--- config.mk ---
export PLATFORM = sky130hd
export DESIGN_NAME = hyst_comparator
export DESIGN_NICKNAME = d
export VERILOG_FILES = /design/src/rtl/hcmp_pkg.sv /design/src/rtl/hcmp_ctrl.sv /design/src/rtl/hcmp_decide.sv /design/src/rtl/hcmp_track.sv /design/src/rtl/hyst_comparator.sv
export SDC_FILE = /design/constraint.sdc
export NUM_CORES = 1
export LEC_CHECK = 0
export ABC_AREA = 1
export BUFFER_PORTS_ARGS = -buffer_cell sky130_fd_sc_hd__buf_2
export CAP_MARGIN = 15
export CORE_ASPECT_RATIO = 0.6
export CORE_UTILIZATION = 35
export CTS_CLUSTER_SIZE = 12
export DETAILED_ROUTE_END_ITERATION = 12
export SYNTH_ARGS = -nofsm -noshare
export SYNTH_HDL_FRONTEND = slang
export SYNTH_SLANG_ARGS = --single-unit
--- constraint.sdc ---
create_clock -name clk -period 2 [get_ports clk]
set_clock_uncertainty 0.1 [all_clocks]
set_input_delay 0.4 -clock clk [delete_from_list [all_inputs] [get_ports clk]]
set_output_delay 0.4 -clock clk [all_outputs]
set_load 0.01 [all_outputs]
--- src/rtl/hcmp_pkg.sv ---
package hcmp_pkg;
  localparam int unsigned CODE_W = 12;

  typedef logic [CODE_W-1:0] code_t;

  typedef struct packed {
    logic  diff;
    logic  hyst_en;
    code_t hyst_w;
    code_t thr_hi;
    code_t thr_lo;
  } hcmp_cfg_t;
endpackage

--- src/rtl/hcmp_ctrl.sv ---
module hcmp_ctrl
  import hcmp_pkg::*;
(
  input  logic      clk,
  input  logic      rst_n,
  input  logic      en_wr,
  input  logic      en_val,
  input  logic      task_start,
  input  logic      task_stop,
  input  logic      cfg_wr,
  input  hcmp_cfg_t cfg_in,
  output logic      enabled,
  output logic      started,
  output hcmp_cfg_t cfg
);
  logic      enabled_nxt;
  logic      started_nxt;
  hcmp_cfg_t cfg_nxt;
  logic      cfg_ce;

  // Configuration locked while enabled
  assign cfg_ce = cfg_wr & ~enabled;

  always_comb begin
    enabled_nxt = enabled;
    if (en_wr) begin
      if (en_val)        enabled_nxt = 1'b1;
      else if (!started) enabled_nxt = 1'b0;
    end
    started_nxt = started;
    if (task_stop)                 started_nxt = 1'b0;
    else if (task_start & enabled) started_nxt = 1'b1;
    cfg_nxt = cfg_ce ? cfg_in : cfg;
  end

  always_ff @(posedge clk or negedge rst_n) begin
    if (!rst_n) begin
      enabled <= 1'b0;
      started <= 1'b0;
      cfg     <= '0;
    end else begin
      enabled <= enabled_nxt;
      started <= started_nxt;
      if (cfg_ce) cfg <= cfg_nxt;
    end
  end
endmodule

--- src/rtl/hcmp_decide.sv ---
module hcmp_decide
  import hcmp_pkg::*;
(
  input  hcmp_cfg_t cfg,
  input  code_t     vin_p,
  input  code_t     vin_ref,
  input  logic      above,
  output logic      init_above,
  output logic      next_above
);
  localparam logic [CODE_W:0] FULL = {1'b0, {CODE_W{1'b1}}};

  code_t           half;
  logic [CODE_W:0] hi_wide;
  code_t           band_hi;
  code_t           band_lo;
  code_t           rise_thr;
  code_t           fall_thr;

  always_comb begin
    half    = cfg.hyst_w >> 1;
    hi_wide = {1'b0, vin_ref} + {1'b0, half};
    band_hi = (hi_wide > FULL) ? FULL[CODE_W-1:0] : hi_wide[CODE_W-1:0];
    band_lo = (vin_ref < half) ? '0 : vin_ref - half;

    if (cfg.diff) begin
      rise_thr = cfg.hyst_en ? band_hi : vin_ref;
      fall_thr = cfg.hyst_en ? band_lo : vin_ref;
    end else begin
      rise_thr = cfg.thr_hi;
      fall_thr = cfg.thr_lo;
    end

    init_above = cfg.diff ? (vin_p > vin_ref) : (vin_p > cfg.thr_hi);

    if (cfg.diff && !cfg.hyst_en) next_above = (vin_p > vin_ref);
    else if (above)               next_above = !(vin_p < fall_thr);
    else                          next_above = (vin_p > rise_thr);
  end
endmodule

--- src/rtl/hcmp_track.sv ---
module hcmp_track (
  input  logic clk,
  input  logic rst_n,
  input  logic enabled,
  input  logic started,
  input  logic task_start,
  input  logic task_stop,
  input  logic task_sample,
  input  logic init_above,
  input  logic next_above,
  output logic above,
  output logic ev_up,
  output logic ev_down,
  output logic ev_cross,
  output logic result
);
  logic start_fire;
  logic run;
  logic above_nxt;
  logic up_nxt;
  logic down_nxt;
  logic cross_nxt;
  logic result_nxt;

  always_comb begin
    start_fire = task_start & enabled & ~started & ~task_stop;
    run        = started & ~task_stop;
    if (start_fire) above_nxt = init_above;
    else if (run)   above_nxt = next_above;
    else            above_nxt = above;
    up_nxt     = run & ~above &  next_above;
    down_nxt   = run &  above & ~next_above;
    cross_nxt  = up_nxt | down_nxt;
    result_nxt = task_sample ? above : result;
  end

  always_ff @(posedge clk or negedge rst_n) begin
    if (!rst_n) begin
      above    <= 1'b0;
      ev_up    <= 1'b0;
      ev_down  <= 1'b0;
      ev_cross <= 1'b0;
      result   <= 1'b0;
    end else begin
      above    <= above_nxt;
      ev_up    <= up_nxt;
      ev_down  <= down_nxt;
      ev_cross <= cross_nxt;
      if (task_sample) result <= result_nxt;
    end
  end
endmodule

--- src/rtl/hyst_comparator.sv ---
module hyst_comparator
  import hcmp_pkg::*;
(
  input  logic              clk,
  input  logic              rst_n,
  input  logic              en_wr,
  input  logic              en_val,
  input  logic              task_start,
  input  logic              task_stop,
  input  logic              task_sample,
  input  logic              cfg_wr,
  input  logic              cfg_diff,
  input  logic              cfg_hyst_en,
  input  logic [CODE_W-1:0] cfg_hyst_w,
  input  logic [CODE_W-1:0] cfg_thr_hi,
  input  logic [CODE_W-1:0] cfg_thr_lo,
  input  logic [CODE_W-1:0] vin_p,
  input  logic [CODE_W-1:0] vin_ref,
  output logic              enabled,
  output logic              started,
  output logic              ev_up,
  output logic              ev_down,
  output logic              ev_cross,
  output logic              result
);
  logic [1:0] rst_sync;
  logic       rst_n_int;
  hcmp_cfg_t  cfg_in;
  hcmp_cfg_t  cfg;
  logic       above;
  logic       init_above;
  logic       next_above;

  // Assert asynchronously, release on the clock
  always_ff @(posedge clk or negedge rst_n) begin
    if (!rst_n) rst_sync <= 2'b00;
    else        rst_sync <= {rst_sync[0], 1'b1};
  end
  assign rst_n_int = rst_sync[1];

  assign cfg_in = '{diff: cfg_diff, hyst_en: cfg_hyst_en, hyst_w: cfg_hyst_w,
                    thr_hi: cfg_thr_hi, thr_lo: cfg_thr_lo};

  hcmp_ctrl u_ctrl (
    .clk(clk), .rst_n(rst_n_int), .en_wr(en_wr), .en_val(en_val),
    .task_start(task_start), .task_stop(task_stop), .cfg_wr(cfg_wr),
    .cfg_in(cfg_in), .enabled(enabled), .started(started), .cfg(cfg)
  );

  hcmp_decide u_decide (
    .cfg(cfg), .vin_p(vin_p), .vin_ref(vin_ref), .above(above),
    .init_above(init_above), .next_above(next_above)
  );

  hcmp_track u_track (
    .clk(clk), .rst_n(rst_n_int), .enabled(enabled), .started(started),
    .task_start(task_start), .task_stop(task_stop), .task_sample(task_sample),
    .init_above(init_above), .next_above(next_above), .above(above),
    .ev_up(ev_up), .ev_down(ev_down), .ev_cross(ev_cross), .result(result)
  );
endmodule

# Word level (Yosys, flattened, before mapping)
# Index checks and enable logic that the tools add are counted.
[totals]
wordCells = 58
register_bits = 47
input_bits = 70
[classes]
add_sub_neg = 2
mux = 15
n_reduce_logical = 6
n_eq_ne = 1
bitwise_logic = 15
order_cmp = 6
[ops]
columns = ["op", "n"]
rows = [
  ["two-way mux 12 bit", 6],
  ["greater-than comparator 12 bit", 3],
  ["adder 12 x 11 -> 13 bit", 1],
  ["greater-than comparator 13 x 12 -> 1 bit (second input constant)", 1],
  ["less-than comparator 12 x 11 -> 1 bit", 1],
  ["less-than comparator 12 bit", 1],
  ["subtractor 12 x 11 -> 12 bit", 1],
  ["AND 1 bit", 9],
  ["two-way mux 1 bit", 9],
  ["inverter 1 bit", 5],
  ["nonzero test 2 bit", 2],
  ["logical NOT 1 bit", 2],
  ["!= test 2 bit (second input constant)", 1],
  ["AND reduction 2 bit", 1],
  ["logical AND 1 bit", 1],
  ["OR 1 bit", 1],
]

# Depth between registers and ports, before layout
[logic_depth]
ltp_word = 11
mapped_depth = 29
ltp_nobuf = 29

# Hierarchy
# Synthesis repeated with hierarchy kept, for this count alone.
[hier_totals]
cells_unflattened = 615
area_unflattened_um2 = 4499.3
[modules_own_cells]
columns = ["module", "cells_per_inst", "instances", "seq_area_each_um2", "area_per_inst_um2"]
rows = [
  ["hcmp_decide", 411, 1, 0.0, 2616.3],
  ["hcmp_ctrl", 175, 1, 1001.0, 1606.5],
  ["hcmp_track", 26, 1, 125.1, 222.7],
  ["hyst_comparator", 3, 1, 50.0, 53.8],
]

# Least setup slack after synthesis
# Ideal clock, no wire load.
[synth_timing]
path_kind = "input to register"
start = "input vin_ref[0]"
end = "register u_track.ev_cross"
t_arrival_ps = 3242
setup_ps = 119
slack_ps = -1461
stages = 26
t_required_ps = 1781
cell_sequence = "ha_1 -> inv_1 -> fa_1 -> nor2_4 -> o21ai_1 -> and2_4 -> inv_2 -> nand3_2 -> nand2_1 -> nand2_2 -> nor2_4 -> nand2_2 -> a21oi_4 -> nand2_2 -> nand3_1 -> o21ai_0 -> ha_1 -> nand4_1 -> nor3_1 -> a21oi_1 -> o211ai_1 -> o21ai_0 -> a21oi_1 -> nand2_2 -> nand4_1 -> nand2_1"
[synth_between]
elab_chain_len = 11
word_cells_on_any_way = 20
[synth_lines]
columns = ["item", "line_no", "text"]
rows = [
  ["start, declared", "hyst_comparator.sv:18", "input logic [CODE_W-1:0] vin_ref,"],
  ["adder 12 x 11 -> 13 bit, or another cell as far along", "hcmp_decide.sv:22", "hi_wide = {1'b0, vin_ref} + {1'b0, half};"],
  ["greater-than comparator 13 x 12 -> 1 bit or two-way mux 12 bit (tied branches)", "hcmp_decide.sv:23, hcmp_decide.sv:24", ""],
  ["two-way mux 12 bit (on tied branches)", "hcmp_decide.sv:23, hcmp_decide.sv:28", ""],
  ["two-way mux 12 bit (on tied branches)", "hcmp_decide.sv:27, hcmp_decide.sv:26", ""],
  ["two-way mux 12 bit or less-than comparator 12 bit (tied branches)", "hcmp_decide.sv:26, hcmp_decide.sv:37", ""],
  ["greater-than comparator 12 bit or logical NOT 1 bit (tied branches)", "hcmp_decide.sv:38, hcmp_decide.sv:37", ""],
  ["two-way mux 1 bit", "hcmp_decide.sv:37", "else if (above) next_above = !(vin_p < fall_thr);"],
  ["two-way mux 1 bit (*)", "hcmp_decide.sv:36", "if (cfg.diff && !cfg.hyst_en) next_above = (vin_p > vin_ref);"],
  ["inverter 1 bit", "hcmp_track.sv:32", "down_nxt = run & above & ~next_above;"],
  ["AND 1 bit", "hcmp_track.sv:32", ""],
  ["OR 1 bit (*)", "hcmp_track.sv:33", "cross_nxt = up_nxt | down_nxt;"],
  ["via u_track.cross_nxt", "hcmp_track.sv:22", "logic cross_nxt;"],
  ["end signal, assigned", "hcmp_track.sv:48", "ev_cross <= cross_nxt;"],
  ["end, declared", "hcmp_track.sv:14", "output logic ev_cross,"],
]
# Mark *: on every way through the listed nets, which the timed path passes. The rest lies on a longest branch.
# A chain may end at the register's enable or synchronous reset.

# Final worst setup path
[layout_timing]
start = "register u_ctrl.cfg[25] (netlist name)"
end = "register u_track.ev_cross"
[layout_between]
elab_chain_len = 11
word_cells_on_any_way = 19
[layout_lines]
columns = ["item", "line_no"]
rows = [
  ["adder 12 x 11 -> 13 bit, or another cell as far along", "hcmp_decide.sv:22"],
  ["greater-than comparator 13 x 12 -> 1 bit or two-way mux 12 bit (tied branches)", "hcmp_decide.sv:23, hcmp_decide.sv:24"],
  ["two-way mux 12 bit (on tied branches)", "hcmp_decide.sv:23, hcmp_decide.sv:28"],
  ["two-way mux 12 bit (on tied branches)", "hcmp_decide.sv:27, hcmp_decide.sv:26"],
  ["two-way mux 12 bit or less-than comparator 12 bit (tied branches)", "hcmp_decide.sv:26, hcmp_decide.sv:37"],
  ["greater-than comparator 12 bit or logical NOT 1 bit (tied branches)", "hcmp_decide.sv:38, hcmp_decide.sv:37"],
  ["two-way mux 1 bit (*)", "hcmp_decide.sv:37"],
  ["two-way mux 1 bit (*)", "hcmp_decide.sv:36"],
  ["inverter 1 bit", "hcmp_track.sv:32"],
  ["AND 1 bit", "hcmp_track.sv:32"],
  ["OR 1 bit (*)", "hcmp_track.sv:33"],
  ["via u_track.cross_nxt", "hcmp_track.sv:22"],
]
# Marks and branches as above.

==> metrics.cfg <==
[place]
place_area_um2=5734
io_buffers=74
hpwl_um=11210
placed_cells=904
gp_congestion=0.8817

[synth]
synth_fa_ha_area_frac=0.2092
synth_cell_types=41
synth.top_cell.area_share=0.2666
yosys_warnings=0
synthMuxAreaShare=0.03651
ys_top_cells_by_count=84 x a21oi_1, 75 x inv_1, 72 x nand2_1
yosys.area_share.simple=0.1846
synth_top_family_by_area=adder cells
synth-seq-cells=46
synth_xor_area_frac=0.01826
syn_avg_cell_area_um2=7.642
synth_compound_area_frac=0.1866
synth_area_leaders=dfrtp_1 27%, ha_1 20%, a21oi_1 9.7%
yosysSeqAreaShare=0.2666
synthCells=565
yosysMostFrequentCell=a21oi_1
syn_area_um2=4318
synth_largest_area_cell=dfrtp_1
synth_edf_count=0
async_flop_share=1.000
synth_ff_type=dfrtp_1
synth_nets=706

[timing]
fin_crit_sh=1.843
timing.hold.ws_ns=0.1840
slew_violations=0
layout_setup_ws_ns=-1.685
clock.fmax_mhz=271.3
fin_crit_ns=3.685
relSlewSlack=0.5889
tightest_slew_ns=0.6166
finalHoldViolCount=0
setup_viol=4
rsz0062_at_grt=true

[die]
die_w_um=145.4
num_rows=30
num_io_pins=76
dieArea_um2=12800
chipHeight_um=88.04
core_area_um2=11640
start_util=0.3711

[clock_network]
clock_latency_ns=0.30
path_clk_slew_ns=0.07
tritoncts=built
root_buffer=clkbuf_16
cts_sinks=46
cts_made_buffers=5
cts_htree_levels=2
clock_path_buffers=2

[outcome]
failed_checks=setup timing
status=finished with violations

[worst_setup_path]
cpMaxStageDelayCell=dfrtp_1
r2r_end=u_track.ev_cross
arrival_ns=3.77
rrSetupSlack_ns=-1.69
critPathRequiredTime_ns=2.09
worstPathMaxFanout=5
endpoint_kind=flop
cpPeakStageDelay_ns=0.39
crit_top_cell=nand2_2
path_class=reg2reg
crit_buf_inv=2
critPathTopFamily=simple AND/OR/NAND/NOR gates
rr_worst_depth=26
rr_startpoint=u_ctrl.cfg[25]
worstSetupStartpointType=flop

[final_layout]
stdcell_count=920
n_antenna_cell=0
drive_gt1_frac=0.3408
finalInstanceArea_um2=6017
syn2layout_area_growth_pct=39.35
final.fill_count=1176
fin_nets=900
final_util=0.5171

[drt]
wl_um=13590
num_vias=4557
drtAntennaViolNets=0
drtIter0Drc=295
dr.pass1.iters=5
routedWlPerCell_um=14.77
post_drt_via_cell_ratio=4.953
remaining_drc_errors=0

[grt]
met1_usage=0.3313
grt_util_met2=0.3370
busiest_layer=met2
grt_pass1_vias=4415
grt.total_usage=0.2222
grt_pass1_wl_um=22000
grt_max_degree=61
antenna_found_initial=0
grt-ovfl-total=0
use_met3=0.03802

[hold_path]
holdCritPathClass=reg2async

[power_and_ir_drop]
pwr_density_cell_nw_per_um2=871.6
vdd_drop_max_mv=0.3912
power_mw=5.244
leakage_nw=3.242

[flow_run]
cap_viol_max_count=0

## placed cells by master, fill, tap and decap left out, types with 4 or more instances in the layout
cell type  instances
o21ai_0           31
nand3_1           19
xor2_1             9
nor3_1             6
nand4_1           10
mux2_2            14
inv_1             73
buf_4            125
o21ai_1            5
inv_2              5
nand2_1           68
o211ai_1           4
nand2_2            7
o21a_1             5
o22ai_1            5
a21oi_1           84
dfrtp_1           45
ha_1              67
nand3_2            4
nor2_1            56
clkbuf_16          5
buf_2             74
## state kept, by name, indices dropped and copies added, names as in the netlist
signal	count
u_ctrl.cfg	37
rst_sync	2
u_ctrl.enabled	1
u_ctrl.started	1
u_track.result	1
u_track.ev_cross	1
u_track.ev_up	1
u_track.ev_down	1
u_track.above	1
## logic make-up after synthesis
logic type / Yosys count
DFF: 46
adders and majority gates: 71
buffers and inverters: 95
and+or+nand+nor: 181
other: 1
muxes: 14
xor gates and xnor gates: 9
AOI/OAI and AO/OA: 148
## worst max-delay path by stage
stage,start,end,slack [ns],cells past startpoint
after floorplan,vin_ref[0],u_track.ev_cross,-1.29,26
after CTS,u_ctrl.cfg[25],u_track.ev_cross,-1.63,27
after global routing,u_ctrl.cfg[25],u_track.ev_cross,-1.93,26
final,u_ctrl.cfg[25],u_track.ev_cross,-1.69,26
after global placement,vin_ref[2],u_track.ev_cross,-1.75,23
after detailed placement,vin_ref[0],u_track.ev_cross,-1.85,28
## where the power goes
part           total (mW)  leakage (nW)  internal, mW  switching [mW]
registers            1.25         0.528          1.12           0.130
logic                3.11          2.65          1.47            1.64
clock network       0.890        0.0664         0.469           0.421
total                5.24          3.24          3.06            2.19
## routing by layer
metal  vias up  share of wire
met3         9          0.064
met1      2110           0.52
li1       2292              -
met5         -              0
met2       146           0.41
met4         0         0.0054
## cell type report
| cell class | count | area, µm² | share of cell area |
|---|---|---|---|
| clock buffers | 5 | 125.1 | 0.02079 |
| repair buffers | 203 | 1379 | 0.2292 |
| clock inverters | 3 | 23.77 | 0.003951 |
| flip-flops and latches | 46 | 1152 | 0.1915 |
| well taps | 160 | 200.2 | 0.03327 |
| inverters | 79 | 299.0 | 0.04970 |
| multi-input cells | 424 | 2838 | 0.4716 |
## through the flow
stage | setup slack, ns | setup TNS (ns)
detailed placement | -1.850 | -7.285
floorplan | -1.287 | -5.083
CTS | -1.634 | -6.441
global placement | -1.753 | -6.904
finish | -1.685 | -6.623
global route | -1.928 | -7.638
## what timing repair did
action                                  CTS  global route
resized for setup                         9             8
pin swaps                                 1             0
endpoints found under the setup margin    4             4
hold endpoints to repair                  2             0
buffers inserted                          4             3
hold buffers                              1             0
## worst register-to-register path, delay by kind of cell, from the launching register on
family	cells	cell delay, ns
AO/OA/AOI/OAI	7	0.76
AND/OR/NAND/NOR	14	1.41
buffers and inverters	2	0.11
adder cells (fa/ha/maj)	3	0.82
flip-flops	1	0.39
No activity file was read; power rests on OpenSTA's default activity.
